===== config.mk =====
export PLATFORM = sky130hd
export DESIGN_NAME = crunit_top
export DESIGN_NICKNAME = d
export VERILOG_FILES = /design/src/rtl/crunit_pkg.sv /design/src/rtl/crunit_mtcr.sv /design/src/rtl/crunit_mfcr.sv /design/src/rtl/crunit_fcopy.sv /design/src/rtl/crunit_bitop.sv /design/src/rtl/crunit_top.sv
export SDC_FILE = /design/constraint.sdc
export NUM_CORES = 1
export LEC_CHECK = 0
export BUFFER_PORTS_ARGS = -buffer_cell sky130_fd_sc_hd__buf_4
export CAP_MARGIN = 40
export CORE_ASPECT_RATIO = 0.6
export CORE_MARGIN = 2
export CORE_UTILIZATION = 50
export DETAILED_ROUTE_END_ITERATION = 12
export MAX_ROUTING_LAYER = met4
export PLACE_DENSITY_LB_ADDON = 0.05
export SLEW_MARGIN = 0
export SYNTH_ARGS = -nofsm -noshare
export SYNTH_HDL_FRONTEND = slang
export SYNTH_SLANG_ARGS = --single-unit
export TNS_END_PERCENT = 10

===== constraint.sdc =====
create_clock -name clk -period 4 [get_ports clk]
set_clock_uncertainty 0.05 [all_clocks]
set_input_delay 0.2 -clock clk [delete_from_list [all_inputs] [get_ports clk]]
set_output_delay 0.2 -clock clk [all_outputs]
set_load 0.05 [all_outputs]

===== src/rtl/crunit_pkg.sv =====
`timescale 1ns/1ps
package crunit_pkg;
    localparam int NFLD = 8;
    localparam int FW   = 4;
    localparam int CRW  = NFLD * FW;
    localparam int XLEN = 64;
    localparam int IW   = 32;
    localparam int FSW  = $clog2(NFLD);
    localparam int BSW  = $clog2(CRW);

    // instruction field positions
    localparam int MASK_LSB = 12;
    localparam int ONEF_BIT = 20;
    localparam int DSTF_LSB = 23;
    localparam int SRCF_LSB = 18;
    localparam int BT_LSB   = 21;
    localparam int BA_LSB   = 16;
    localparam int BB_LSB   = 11;
    localparam int TT_LSB   = 6;

    typedef enum logic [2:0] {
        OPC_NOP   = 3'd0,
        OPC_MTCR  = 3'd1,
        OPC_MFCR  = 3'd2,
        OPC_FCOPY = 3'd3,
        OPC_BITOP = 3'd4
    } cr_op_e;
endpackage


===== src/rtl/crunit_mtcr.sv =====
`timescale 1ns/1ps
module crunit_mtcr #(
    parameter int NFLD = 8,
    parameter int FW   = 4,
    localparam int CRW = NFLD * FW
) (
    input  logic [CRW-1:0]  cr_in,
    input  logic [CRW-1:0]  src,
    input  logic [NFLD-1:0] mask,
    output logic [CRW-1:0]  cr_res
);
    for (genvar g = 0; g < NFLD; g++) begin : g_fld
        assign cr_res[g*FW +: FW] = mask[g] ? src[g*FW +: FW] : cr_in[g*FW +: FW];
    end
endmodule


===== src/rtl/crunit_mfcr.sv =====
`timescale 1ns/1ps
module crunit_mfcr #(
    parameter int NFLD = 8,
    parameter int FW   = 4,
    parameter int XLEN = 64,
    localparam int CRW = NFLD * FW
) (
    input  logic [CRW-1:0]  cr_in,
    input  logic [NFLD-1:0] mask,
    input  logic            one_fld,
    output logic [XLEN-1:0] res
);
    logic [CRW-1:0] picked;

    for (genvar g = 0; g < NFLD; g++) begin : g_fld
        assign picked[g*FW +: FW] = (!one_fld || mask[g]) ? cr_in[g*FW +: FW] : '0;
    end

    assign res = {{(XLEN-CRW){1'b0}}, picked};
endmodule


===== src/rtl/crunit_fcopy.sv =====
`timescale 1ns/1ps
module crunit_fcopy #(
    parameter int NFLD = 8,
    parameter int FW   = 4,
    localparam int CRW = NFLD * FW,
    localparam int FSW = $clog2(NFLD)
) (
    input  logic [CRW-1:0] cr_in,
    input  logic [FSW-1:0] dst_num,
    input  logic [FSW-1:0] src_num,
    output logic [CRW-1:0] cr_res
);
    logic [FW-1:0] src_fld;

    // numbers count from the most significant field
    always_comb begin
        src_fld = '0;
        for (int k = 0; k < NFLD; k++) begin
            if (src_num == FSW'(NFLD-1-k)) src_fld = cr_in[k*FW +: FW];
        end
    end

    for (genvar g = 0; g < NFLD; g++) begin : g_fld
        localparam logic [FSW-1:0] MYNUM = FSW'(NFLD-1-g);
        assign cr_res[g*FW +: FW] = (dst_num == MYNUM) ? src_fld : cr_in[g*FW +: FW];
    end
endmodule


===== src/rtl/crunit_bitop.sv =====
`timescale 1ns/1ps
module crunit_bitop #(
    parameter int CRW = 32,
    localparam int BSW = $clog2(CRW)
) (
    input  logic [CRW-1:0] cr_in,
    input  logic [BSW-1:0] bt,
    input  logic [BSW-1:0] ba,
    input  logic [BSW-1:0] bb,
    input  logic [3:0]     tt,
    output logic [CRW-1:0] cr_res
);
    logic bit_a;
    logic bit_b;
    logic new_bit;

    always_comb begin
        bit_a = 1'b0;
        bit_b = 1'b0;
        for (int k = 0; k < CRW; k++) begin
            if (ba == BSW'(CRW-1-k)) bit_a = cr_in[k];
            if (bb == BSW'(CRW-1-k)) bit_b = cr_in[k];
        end
    end

    assign new_bit = tt[{bit_a, bit_b}];

    for (genvar g = 0; g < CRW; g++) begin : g_bit
        localparam logic [BSW-1:0] MYNUM = BSW'(CRW-1-g);
        assign cr_res[g] = (bt == MYNUM) ? new_bit : cr_in[g];
    end
endmodule


===== src/rtl/crunit_top.sv =====
`timescale 1ns/1ps
module crunit_top
    import crunit_pkg::*;
(
    input  logic            clk,
    input  logic            rst_n,
    input  logic            in_vld,
    input  logic [2:0]      op_in,
    input  logic [IW-1:0]   insn_in,
    input  logic [CRW-1:0]  gpr_in,
    input  logic [CRW-1:0]  cr_in,
    output logic            out_vld,
    output logic [2:0]      out_op,
    output logic [IW-1:0]   out_insn,
    output logic [XLEN-1:0] res_out,
    output logic            res_wr,
    output logic [CRW-1:0]  cr_out,
    output logic            cr_wr
);
    cr_op_e         op_e;
    logic [CRW-1:0]  mt_cr, fc_cr, bo_cr;
    logic [XLEN-1:0] mf_res;
    logic [XLEN-1:0] nx_res;
    logic [CRW-1:0]  nx_cr;
    logic            nx_res_wr, nx_cr_wr;

    assign op_e = cr_op_e'(op_in);

    crunit_mtcr #(.NFLD(NFLD), .FW(FW)) u_mtcr (
        .cr_in  (cr_in),
        .src    (gpr_in),
        .mask   (insn_in[MASK_LSB +: NFLD]),
        .cr_res (mt_cr)
    );

    crunit_mfcr #(.NFLD(NFLD), .FW(FW), .XLEN(XLEN)) u_mfcr (
        .cr_in   (cr_in),
        .mask    (insn_in[MASK_LSB +: NFLD]),
        .one_fld (insn_in[ONEF_BIT]),
        .res     (mf_res)
    );

    crunit_fcopy #(.NFLD(NFLD), .FW(FW)) u_fcopy (
        .cr_in   (cr_in),
        .dst_num (insn_in[DSTF_LSB +: FSW]),
        .src_num (insn_in[SRCF_LSB +: FSW]),
        .cr_res  (fc_cr)
    );

    crunit_bitop #(.CRW(CRW)) u_bitop (
        .cr_in  (cr_in),
        .bt     (insn_in[BT_LSB +: BSW]),
        .ba     (insn_in[BA_LSB +: BSW]),
        .bb     (insn_in[BB_LSB +: BSW]),
        .tt     (insn_in[TT_LSB +: 4]),
        .cr_res (bo_cr)
    );

    // result selection and write-flag generation
    always_comb begin
        nx_res    = '0;
        nx_cr     = cr_in;
        nx_res_wr = 1'b0;
        nx_cr_wr  = 1'b0;
        unique case (op_e)
            OPC_MTCR: begin
                nx_cr    = mt_cr;
                nx_cr_wr = in_vld;
            end
            OPC_MFCR: begin
                nx_res    = mf_res;
                nx_res_wr = in_vld;
            end
            OPC_FCOPY: begin
                nx_cr    = fc_cr;
                nx_cr_wr = in_vld;
            end
            OPC_BITOP: begin
                nx_cr    = bo_cr;
                nx_cr_wr = in_vld;
            end
            default: ;
        endcase
    end

    // single output stage
    always_ff @(posedge clk) begin
        if (!rst_n) begin
            out_vld  <= 1'b0;
            out_op   <= '0;
            out_insn <= '0;
            res_out  <= '0;
            res_wr   <= 1'b0;
            cr_out   <= '0;
            cr_wr    <= 1'b0;
        end else begin
            out_vld  <= in_vld;
            out_op   <= op_in;
            out_insn <= insn_in;
            res_out  <= nx_res;
            res_wr   <= nx_res_wr;
            cr_out   <= nx_cr;
            cr_wr    <= nx_cr_wr;
        end
    end
endmodule


==> results of run 1 <==
[report_power, final]
group	leakage, nW	total, mW	internal, mW	switching [mW]
registers	0.842	1.08	1.07	0.0175
logic	2.46	0.880	0.281	0.599
clock network	0.132	0.854	0.431	0.423
[cells in the mapped netlist, drive strengths merged, types with 5 or more instances]
cell type	n	share of area
o21ai	72	0.057
nand3	5	0.0040
inv	10	0.0060
nor2b	10	0.0099
o211ai	32	0.038
mux4	9	0.033
mux2i	48	0.076
nor3b	9	0.011
and2	78	0.079
nand2	43	0.026
dfxtp	102	0.32
nor2	42	0.025
a311oi	34	0.047
nand2b	10	0.0099
a211oi	38	0.045
nor3	7	0.0056
clkbuf	53	0.032
a21oi	48	0.039
buf	58	0.062
[final timing paths]
check	startpoint	to	slack (ns)
worst max-delay path	insn_in[17]	cr_out[8]	1.26
worst min-delay path	insn_in[2]	out_insn[2]	0.006
[area by class of cell]
class | instances | area (um^2)
tap | 165 | 206
sequential | 102 | 2040
antenna | 1 | 2.50
clock buffer | 9 | 225
inverter | 10 | 37.5
clock inverter | 6 | 55.1
timing repair buffer | 229 | 1780
multi-input combinational | 567 | 3740
fill | 1022 | 4090
[worst max-delay path, cell delays in order]
cell and delay [ns]:
buf_4 0.29, mux4_1 0.60, mux2_2 0.27, a211o_1 0.32
a221oi_2 0.30, o21ai_1 0.11, a21oi_2 0.14, buf_4 0.37
o211ai_1 0.17, a21oi_1 0.19
[layer usage]
layer  GRT usage  wire length (um)  vias up
met2       0.486              9880      452
li1            -                 -     3027
met3      0.0934              3070       33
met5           -                 0        -
met4      0.0833               272        0
met1       0.480              9610     3155
[sequential cells by signal, summed over array words and instances, names as in the netlist]
register  flops
cr_out       32
cr_wr         1
out_insn     32
out_op        3
out_vld       1
res_out      32
res_wr        1
[cell families after synthesis]
logic type / after synthesis / share of synthesized area
flip-flops: 102 / 0.324
other: 1 / 0.000596
XOR/XNOR: 1 / 0.00139
buffers and inverters: 121 / 0.100
AND/OR/NAND/NOR: 216 / 0.184
AO/OA/AOI/OAI: 257 / 0.273
multiplexers: 61 / 0.117
[what timing repair did]
item                      in CTS  in global routing
resized for setup              0                  0
hold endpoints to repair      10                  0
hold buffers                  10                  0
setup buffers                  0                  0
[metrics by stage]
step | hold WS, ns | instance area, um^2 | power, mW | instances
after detailed placement | 0.361 | 7710 | 1.96 | 1063
final | 0.00646 | 8090 | 2.82 | 1089
after floorplan | 0.254 | 6410 | 1.69 | 790
after global routing | 0.0134 | 8090 | 2.91 | 1088
after global placement | 0.357 | 7600 | 1.93 | 1053
after CTS | 0.00281 | 8090 | 2.81 | 1088
==> impl_metrics.json, run 1 <==
{
  "portBuffers": 203,
  "status": "completed",
  "worst_setup_path_end_kind": "flop",
  "hpwl_um": 15800,
  "core_um2": 12200,
  "grt_pass1_wl_um": 35200,
  "syn_to_final_growth_pct": 28.6,
  "powerDensity_nw_per_um2": 348,
  "synth_seq_cells": 102,
  "yosysSeqAreaShare": 0.324,
  "clockRootBuffer": "clkbuf_16",
  "critical_path_arrival_ns": 2.98,
  "syn_area_um2": 6290,
  "start_kind": "primary input",
  "die_h_um": 90.9,
  "cp.required_ns": 4.24,
  "post-route-period-util": 0.686,
  "vias": 6667,
  "holdCritPathClass": "in2reg",
  "synthCells": 759,
  "dieArea_um2": 13500,
  "async_flop_share": 0,
  "post_drt_wl_per_cell_um": 21.0,
  "start_util": 0.517,
  "ys.flop_type": "dfxtp_1",
  "fp.dieW_um": 149,
  "drtPass1Iterations": 6,
  "cts_sinks": 102,
  "max-cap-violations": 0,
  "cts_tree": "built",
  "relSlewSlack": 0.321,
  "rows": 31,
  "grt-ovfl-total": 0,
  "layout_commonest_cell": "buf_4",
  "worstSetupPathType": "in2reg",
  "finalHoldViolCount": 0,
  "drv_slew": 0,
  "vias_per_cell": 6.12,
  "place_ws_ns": 0.966,
  "drive_gt1_frac": 0.280,
  "syn_avg_cell_area_um2": 8.29,
  "clockBufferDepth": 2,
  "first_iter_violations": 667,
  "setup_viol": 0,
  "fin_crit_ns": 2.74,
  "grt_max_degree": 69,
  "numCtsBuffers": 9,
  "layout_setup_ws_ns": 1.26,
  "final_util": 0.665,
  "layout.nets": 1021,
  "gp_routability_congestion": 0.940,
  "yosys.cell_types.count": 59,
  "p_leak_nw": 3.44,
  "worstMarginPinSlew_ns": 1.02,
  "max-vdd-ir-drop_mv": 0.186,
  "wl_um": 22800,
  "finalSetupTns_ns": 0,
  "grt_usage": 0.342,
  "final_antenna_net_count": 0,
  "clkSlewWorstSetupHoldPaths_ns": 0.07,
  "grt_pass1_vias": 6243,
  "drc": 0,
  "antenna_found_initial": 0,
  "htree_levels": 3,
  "layout_common_cells": "212 x buf_4, 102 x dfxtp_1, 71 x and2_1",
  "clock.fmax_mhz": 365,
  "critPathMaxFanout": 32,
  "hold_depth": 2,
  "io_pins": 236,
  "rsz0062_at_grt": "no",
  "synth_edf_count": 0,
  "yosysWarnings": 0
}
No activity file was read; power rests on OpenSTA's default activity.
==> run 2, diff against run 1 <==
--- a/config.mk
+++ b/config.mk
@@ -5,11 +5,12 @@
 export SDC_FILE = /design/constraint.sdc
 export NUM_CORES = 1
 export LEC_CHECK = 0
+export ABC_AREA = 1
 export BUFFER_PORTS_ARGS = -buffer_cell sky130_fd_sc_hd__buf_4
 export CAP_MARGIN = 40
 export CORE_ASPECT_RATIO = 0.6
 export CORE_MARGIN = 2
-export CORE_UTILIZATION = 50
+export CORE_UTILIZATION = 45
 export DETAILED_ROUTE_END_ITERATION = 12
 export MAX_ROUTING_LAYER = met4
 export PLACE_DENSITY_LB_ADDON = 0.05
==> constraint.sdc (replaced) <==
create_clock -name clk -period 2.3 [get_ports clk]
set_clock_uncertainty 0.05 [all_clocks]
set_input_delay 0.115 -clock clk [delete_from_list [all_inputs] [get_ports clk]]
set_output_delay 0.115 -clock clk [all_outputs]
set_load 0.05 [all_outputs]
==> impl_metrics.json, run 2 <==
{
  "status": "finished, violations left",
  "violations": "setup timing",
  "syn_area_um2": 6100,
  "synthSimpleGateAreaFrac": 0.299,
  "numCtsBuffers": 9,
  "yosysTopAreaCellShare": 0.335,
  "synthXorXnorAreaFrac": 0,
  "drive_gt1_frac": 0.307,
  "whs_ns": 0.0289,
  "drc": 0,
  "rsz0062_at_grt": "yes",
  "clockBufferDepth": 2,
  "layout_common_cells": "291 x buf_4, 186 x nand2_1, 167 x nor2_1",
  "max-vdd-ir-drop_mv": 0.391,
  "synth_top_family_by_area": "simple AND/OR/NAND/NOR gates",
  "vias": 7800,
  "die_h_um": 94.2,
  "hold_depth": 3,
  "worstSetupPathType": "in2reg",
  "htree_levels": 3,
  "p_leak_nw": 4.46,
  "synthTopCellsByArea": "dfxtp_1 33%, nand2_1 13%, nor2_1 10%",
  "fin_crit_ns": 2.46,
  "reg.largest.list": "cr_out x32, out_insn x32, res_out x32",
  "power_mw": 5.35,
  "rows": 32,
  "finalHoldViolCount": 0,
  "finalSetupTns_ns": -4.06,
  "clockRootBuffer": "clkbuf_16",
  "grt_max_degree": 68,
  "grt-ovfl-total": 0,
  "synthMuxAreaShare": 0,
  "dieArea_um2": 14500,
  "critical_path_arrival_ns": 2.64,
  "grt_busiest_layer": "met1",
  "layout.nets": 1365,
  "start_util": 0.468,
  "cts_sinks": 102,
  "max-cap-violations": 0,
  "drv_slew": 0,
  "post_drt_wl_per_cell_um": 17.7,
  "critPathMaxFanout": 6,
  "grt_usage": 0.349,
  "setup_viol": 32,
  "synth_seq_cells": 102,
  "relSlewSlack": 0.515,
  "worstMarginPinSlew_ns": 0.727,
  "grt_util_met3": 0.108,
  "antenna_found_initial": 0,
  "fp.dieW_um": 154,
  "layout_commonest_cell": "buf_4",
  "synth_common_cells": "210 x nand2_1, 169 x nor2_1, 102 x dfxtp_1",
  "clock.fmax_mhz": 407,
  "synthAdderAreaFrac": 0,
  "portBuffers": 203,
  "yosysSeqAreaShare": 0.335,
  "fin_area_um2": 9200,
  "synth_compound_area_frac": 0.221,
  "synth_top_area_cell": "dfxtp_1",
  "first_iter_violations": 714,
  "hpwl_um": 18200,
  "gp_routability_congestion": 1.03,
  "worst_setup_path_end_kind": "flop",
  "io_pins": 236,
  "cts_tree": "built",
  "gr-usage-met2": 0.465,
  "post-route-period-util": 1.07,
  "core_um2": 13000,
  "yosysMostFrequentCell": "nand2_1",
  "layout_setup_ws_ns": -0.158,
  "synth_edf_count": 0,
  "syn_to_final_growth_pct": 50.8,
  "start_kind": "primary input",
  "yosys.cell_types.count": 39,
  "cp.required_ns": 2.48,
  "async_flop_share": 0,
  "drtPass1Iterations": 6,
  "yosysWarnings": 0,
  "synthCells": 960,
  "holdCritPathClass": "in2reg",
  "place_area_um2": 8290,
  "grt_pass1_wl_um": 38100,
  "grt_pass1_vias": 6997,
  "powerDensity_nw_per_um2": 582,
  "vias_per_cell": 5.42,
  "ys.flop_type": "dfxtp_1",
  "final_antenna_net_count": 0,
  "syn_avg_cell_area_um2": 6.35,
  "wl_um": 25500,
  "grtUsageMet1": 0.500,
  "n_antenna_cell": 0,
  "clkSlewWorstSetupHoldPaths_ns": 0.08,
  "place_ws_ns": -0.439
}
[run 2: cell types whose count changed after synthesis, moves of 11 or more]
cell / before / now
nand3_1: 5 / 26
and2_1: 71 / 0
nand2_1: 43 / 210
clkbuf_1: 52 / 33
a21oi_1: 47 / 58
inv_1: 10 / 98
nor2_1: 42 / 169
o21ai_0: 70 / 82
mux2i_1: 48 / 0
nand4_1: 1 / 20
a311oi_1: 34 / 0
o211ai_1: 32 / 12
a221oi_1: 1 / 18
[run 2: final timing paths]
path,from,end,slack [ns]
setup / recovery,insn_in[13],cr_out[20],-0.16
hold / removal,cr_in[23],cr_out[23],0.03
[run 2: final cells by class]
type	instances	area, um^2
clock buffer	10	239
timing repair buffer	337	2750
tap	170	213
multi-input combinational	700	3460
fill	1134	3820
inverter	113	432
sequential	102	2040
clock inverter	6	63.8
[run 2: report_power, final]
group	internal [mW]	leakage (nW)	total [mW]	switching (mW)
logic	0.683	3.47	1.91	1.23
registers	1.85	0.842	1.88	0.0294
clock network	0.796	0.146	1.56	0.765
total	3.33	4.46	5.35	2.02
[run 2: repair_timing]
action	CTS	global route
resized for setup	13	51
gates cloned	0	4
hold buffers	30	0
hold endpoints to repair	30	0
setup endpoints to repair	32	32
setup buffers	1	0
pin swaps	2	17
[run 2: cell families (layout without fill, tap and decap cells)]
kind of cell,Yosys count,after routing
simple gates,444,444
other cells,1,32
compound gates,224,224
buf+inv,189,466
flops,102,102
[run 2: stage by stage]
step                       util  cells
after global placement    0.637   1387
after global routing      0.707   1438
after detailed placement  0.637   1387
final                     0.707   1438
after CTS                 0.687   1434
after floorplan               -    991
[run 2: critical path, cell delays in order]
cell,delay (ns)
buf_4,0.15
nand2_4,0.08
inv_2,0.05
nand2_1,0.08
o21ai_1,0.08
o21bai_1,0.17
nand3_1,0.10
nand2_1,0.08
nand4_1,0.07
nand2_1,0.07
nand3_1,0.06
nand2_1,0.06
nand2_1,0.05
nand2_1,0.05
nand4_1,0.07
nand2_1,0.07
nand4_1,0.07
nand2_1,0.08
nand3_1,0.08
nor2_2,0.10
nand4_2,0.12
nand3_1,0.14
nand3_2,0.15
nand2_8,0.17
clkbuf_16,0.17
nand2_1,0.05
nand2_1,0.07
a21oi_2,0.05
[run 2: per-layer routing]
| layer | wire (um) | share of wire |
|---|---|---|
| met1 | 11300 | 0.44 |
| met4 | 626 | 0.025 |
| met3 | 3760 | 0.15 |
| met2 | 9830 | 0.39 |
| met5 | 0 | 0 |
==> run 3, diff against run 2 <==
--- a/config.mk
+++ b/config.mk
@@ -8,9 +8,11 @@
 export ABC_AREA = 1
 export BUFFER_PORTS_ARGS = -buffer_cell sky130_fd_sc_hd__buf_4
 export CAP_MARGIN = 40
+export CELL_PAD_IN_SITES_DETAIL_PLACEMENT = 2
+export CELL_PAD_IN_SITES_GLOBAL_PLACEMENT = 2
 export CORE_ASPECT_RATIO = 0.6
 export CORE_MARGIN = 2
-export CORE_UTILIZATION = 45
+export CORE_UTILIZATION = 22
 export DETAILED_ROUTE_END_ITERATION = 12
 export MAX_ROUTING_LAYER = met4
 export PLACE_DENSITY_LB_ADDON = 0.05
==> impl_metrics.json, run 3 (synthesis results as in run 2) <==
{
  "antenna_found_initial": 0,
  "critical_path_arrival_ns": 2.90,
  "grt_pass1_vias": 7865,
  "violations": "setup timing",
  "worstMarginPinSlew_ns": 0.636,
  "syn_to_final_growth_pct": 58.8,
  "grt_usage": 0.237,
  "start_util": 0.222,
  "cp_slowest_cell": "clkbuf_16",
  "drive_gt1_frac": 0.312,
  "path_buf_inv": 2,
  "critPathMaxFanout": 6,
  "wl_um": 34400,
  "max-cap-violations": 0,
  "setup_viol": 32,
  "vias": 7733,
  "fillers": 3321,
  "layout_common_cells": "304 x buf_4, 194 x nand2_1, 165 x nor2_1",
  "core_um2": 27400,
  "powerDensity_nw_per_um2": 573,
  "numCtsBuffers": 9,
  "route.met3.wl_um": 1670,
  "cpPeakStageDelay_ns": 0.19,
  "die_h_um": 133,
  "hpwl_um": 25600,
  "start_kind": "primary input",
  "first_iter_violations": 471,
  "cpLargestDelayFamily": "simple AND/OR/NAND/NOR gates",
  "grt_max_degree": 68,
  "drv_slew": 0,
  "portBuffers": 203,
  "post_drt_wl_per_cell_um": 20.9,
  "cts_tree": "built",
  "final_antenna_net_count": 0,
  "cpMostUsedCell": "nand2_1",
  "clock.fmax_mhz": 378,
  "layout_setup_ws_ns": -0.347,
  "final_cells": 1651,
  "final_util": 0.353,
  "rsz0062_at_grt": "yes",
  "htree_levels": 3,
  "cts_sinks": 102,
  "fp.dieW_um": 219,
  "gp_routability_congestion": 0.895,
  "rows": 47,
  "grt-ovfl-total": 0,
  "max-vdd-ir-drop_mv": 0.258,
  "n_antenna_cell": 0,
  "top_layer_used": "met4",
  "grt_pass1_wl_um": 49400,
  "fin_crit_ns": 2.65,
  "relSlewSlack": 0.575,
  "clockRootBuffer": "clkbuf_16",
  "clkSlewWorstSetupHoldPaths_ns": 0.07,
  "drtPass1Iterations": 5,
  "layout.nets": 1382,
  "worst_setup_path_end_kind": "flop",
  "dieArea_um2": 29100,
  "io_pins": 236,
  "wl_met2_um": 14200,
  "place_ws_ns": -0.645,
  "p_leak_nw": 4.58,
  "post-route-period-util": 1.15,
  "drc": 0,
  "reg.largest.list": "cr_out x32, out_insn x32, res_out x32",
  "status": "finished, violations left",
  "holdCritPathClass": "in2reg",
  "clockBufferDepth": 2,
  "worstSetupPathType": "in2reg",
  "cp.required_ns": 2.56,
  "finalHoldViolCount": 0,
  "vias_per_cell": 4.68,
  "dp.cells": 1600,
  "layout_commonest_cell": "buf_4",
  "met1_length_um": 18300
}
-- run 3: cell types whose count changed in the layout (fill, tap and decap cells not counted), moves of 5 or more --
cell and delta:
nand2_2 -10, buf_4 +13, nand2_1 +8, nand3_1 -7, nand3_2 +5
-- run 3: final cells by class --
cell class / count / area, um^2 / share of cell area
tap: 367 / 459 / 0.0474
sequential: 102 / 2040 / 0.211
multi-input combinational: 700 / 3520 / 0.364
inverter: 113 / 445 / 0.0460
clock buffer: 11 / 243 / 0.0251
clock inverter: 4 / 47.5 / 0.00491
timing repair buffer: 354 / 2920 / 0.302
-- run 3: final timing paths --
path                        start    endpoint  cells past startpoint
worst max-delay path  insn_in[13]  cr_out[17]                     29
worst min-delay path    cr_in[24]  cr_out[24]                      3
-- run 3: through the flow --
stage	setup TNS (ns)	area, um^2	hold slack, ns	power [mW]
6_report	-9.35	9680	0.0197	5.54
3_5_place_dp	-19.15	8670	0.255	3.71
3_3_place_gp	-17.81	8670	0.245	3.69
5_1_grt	-15.63	9680	0.0283	5.81
2_1_floorplan	-0.821	6230	0.142	2.93
4_1_cts	-5.57	9270	0.00320	5.39
-- run 3: layer usage --
metal,GRT usage,up-vias
met1,0.356,3786
met3,0.0414,20
met5,-,-
met4,0.0297,0
met2,0.336,198
li1,-,3729
-- run 3: where the power goes --
| group | switching [mW] | total [mW] | internal, mW | leakage (nW) |
|---|---|---|---|---|
| Clock | 0.737 | 1.60 | 0.865 | 0.141 |
| Combinational | 1.33 | 2.06 | 0.724 | 3.59 |
| Sequential | 0.0332 | 1.89 | 1.85 | 0.842 |
-- run 3: timing repair --
item,4_1_cts,5_1_grt
buffers inserted,0,2
setup endpoints to repair,32,32
hold endpoints to repair,31,0
gates cloned,0,4
pin swaps,0,32
hold buffers,31,0
gates resized for setup,1,81
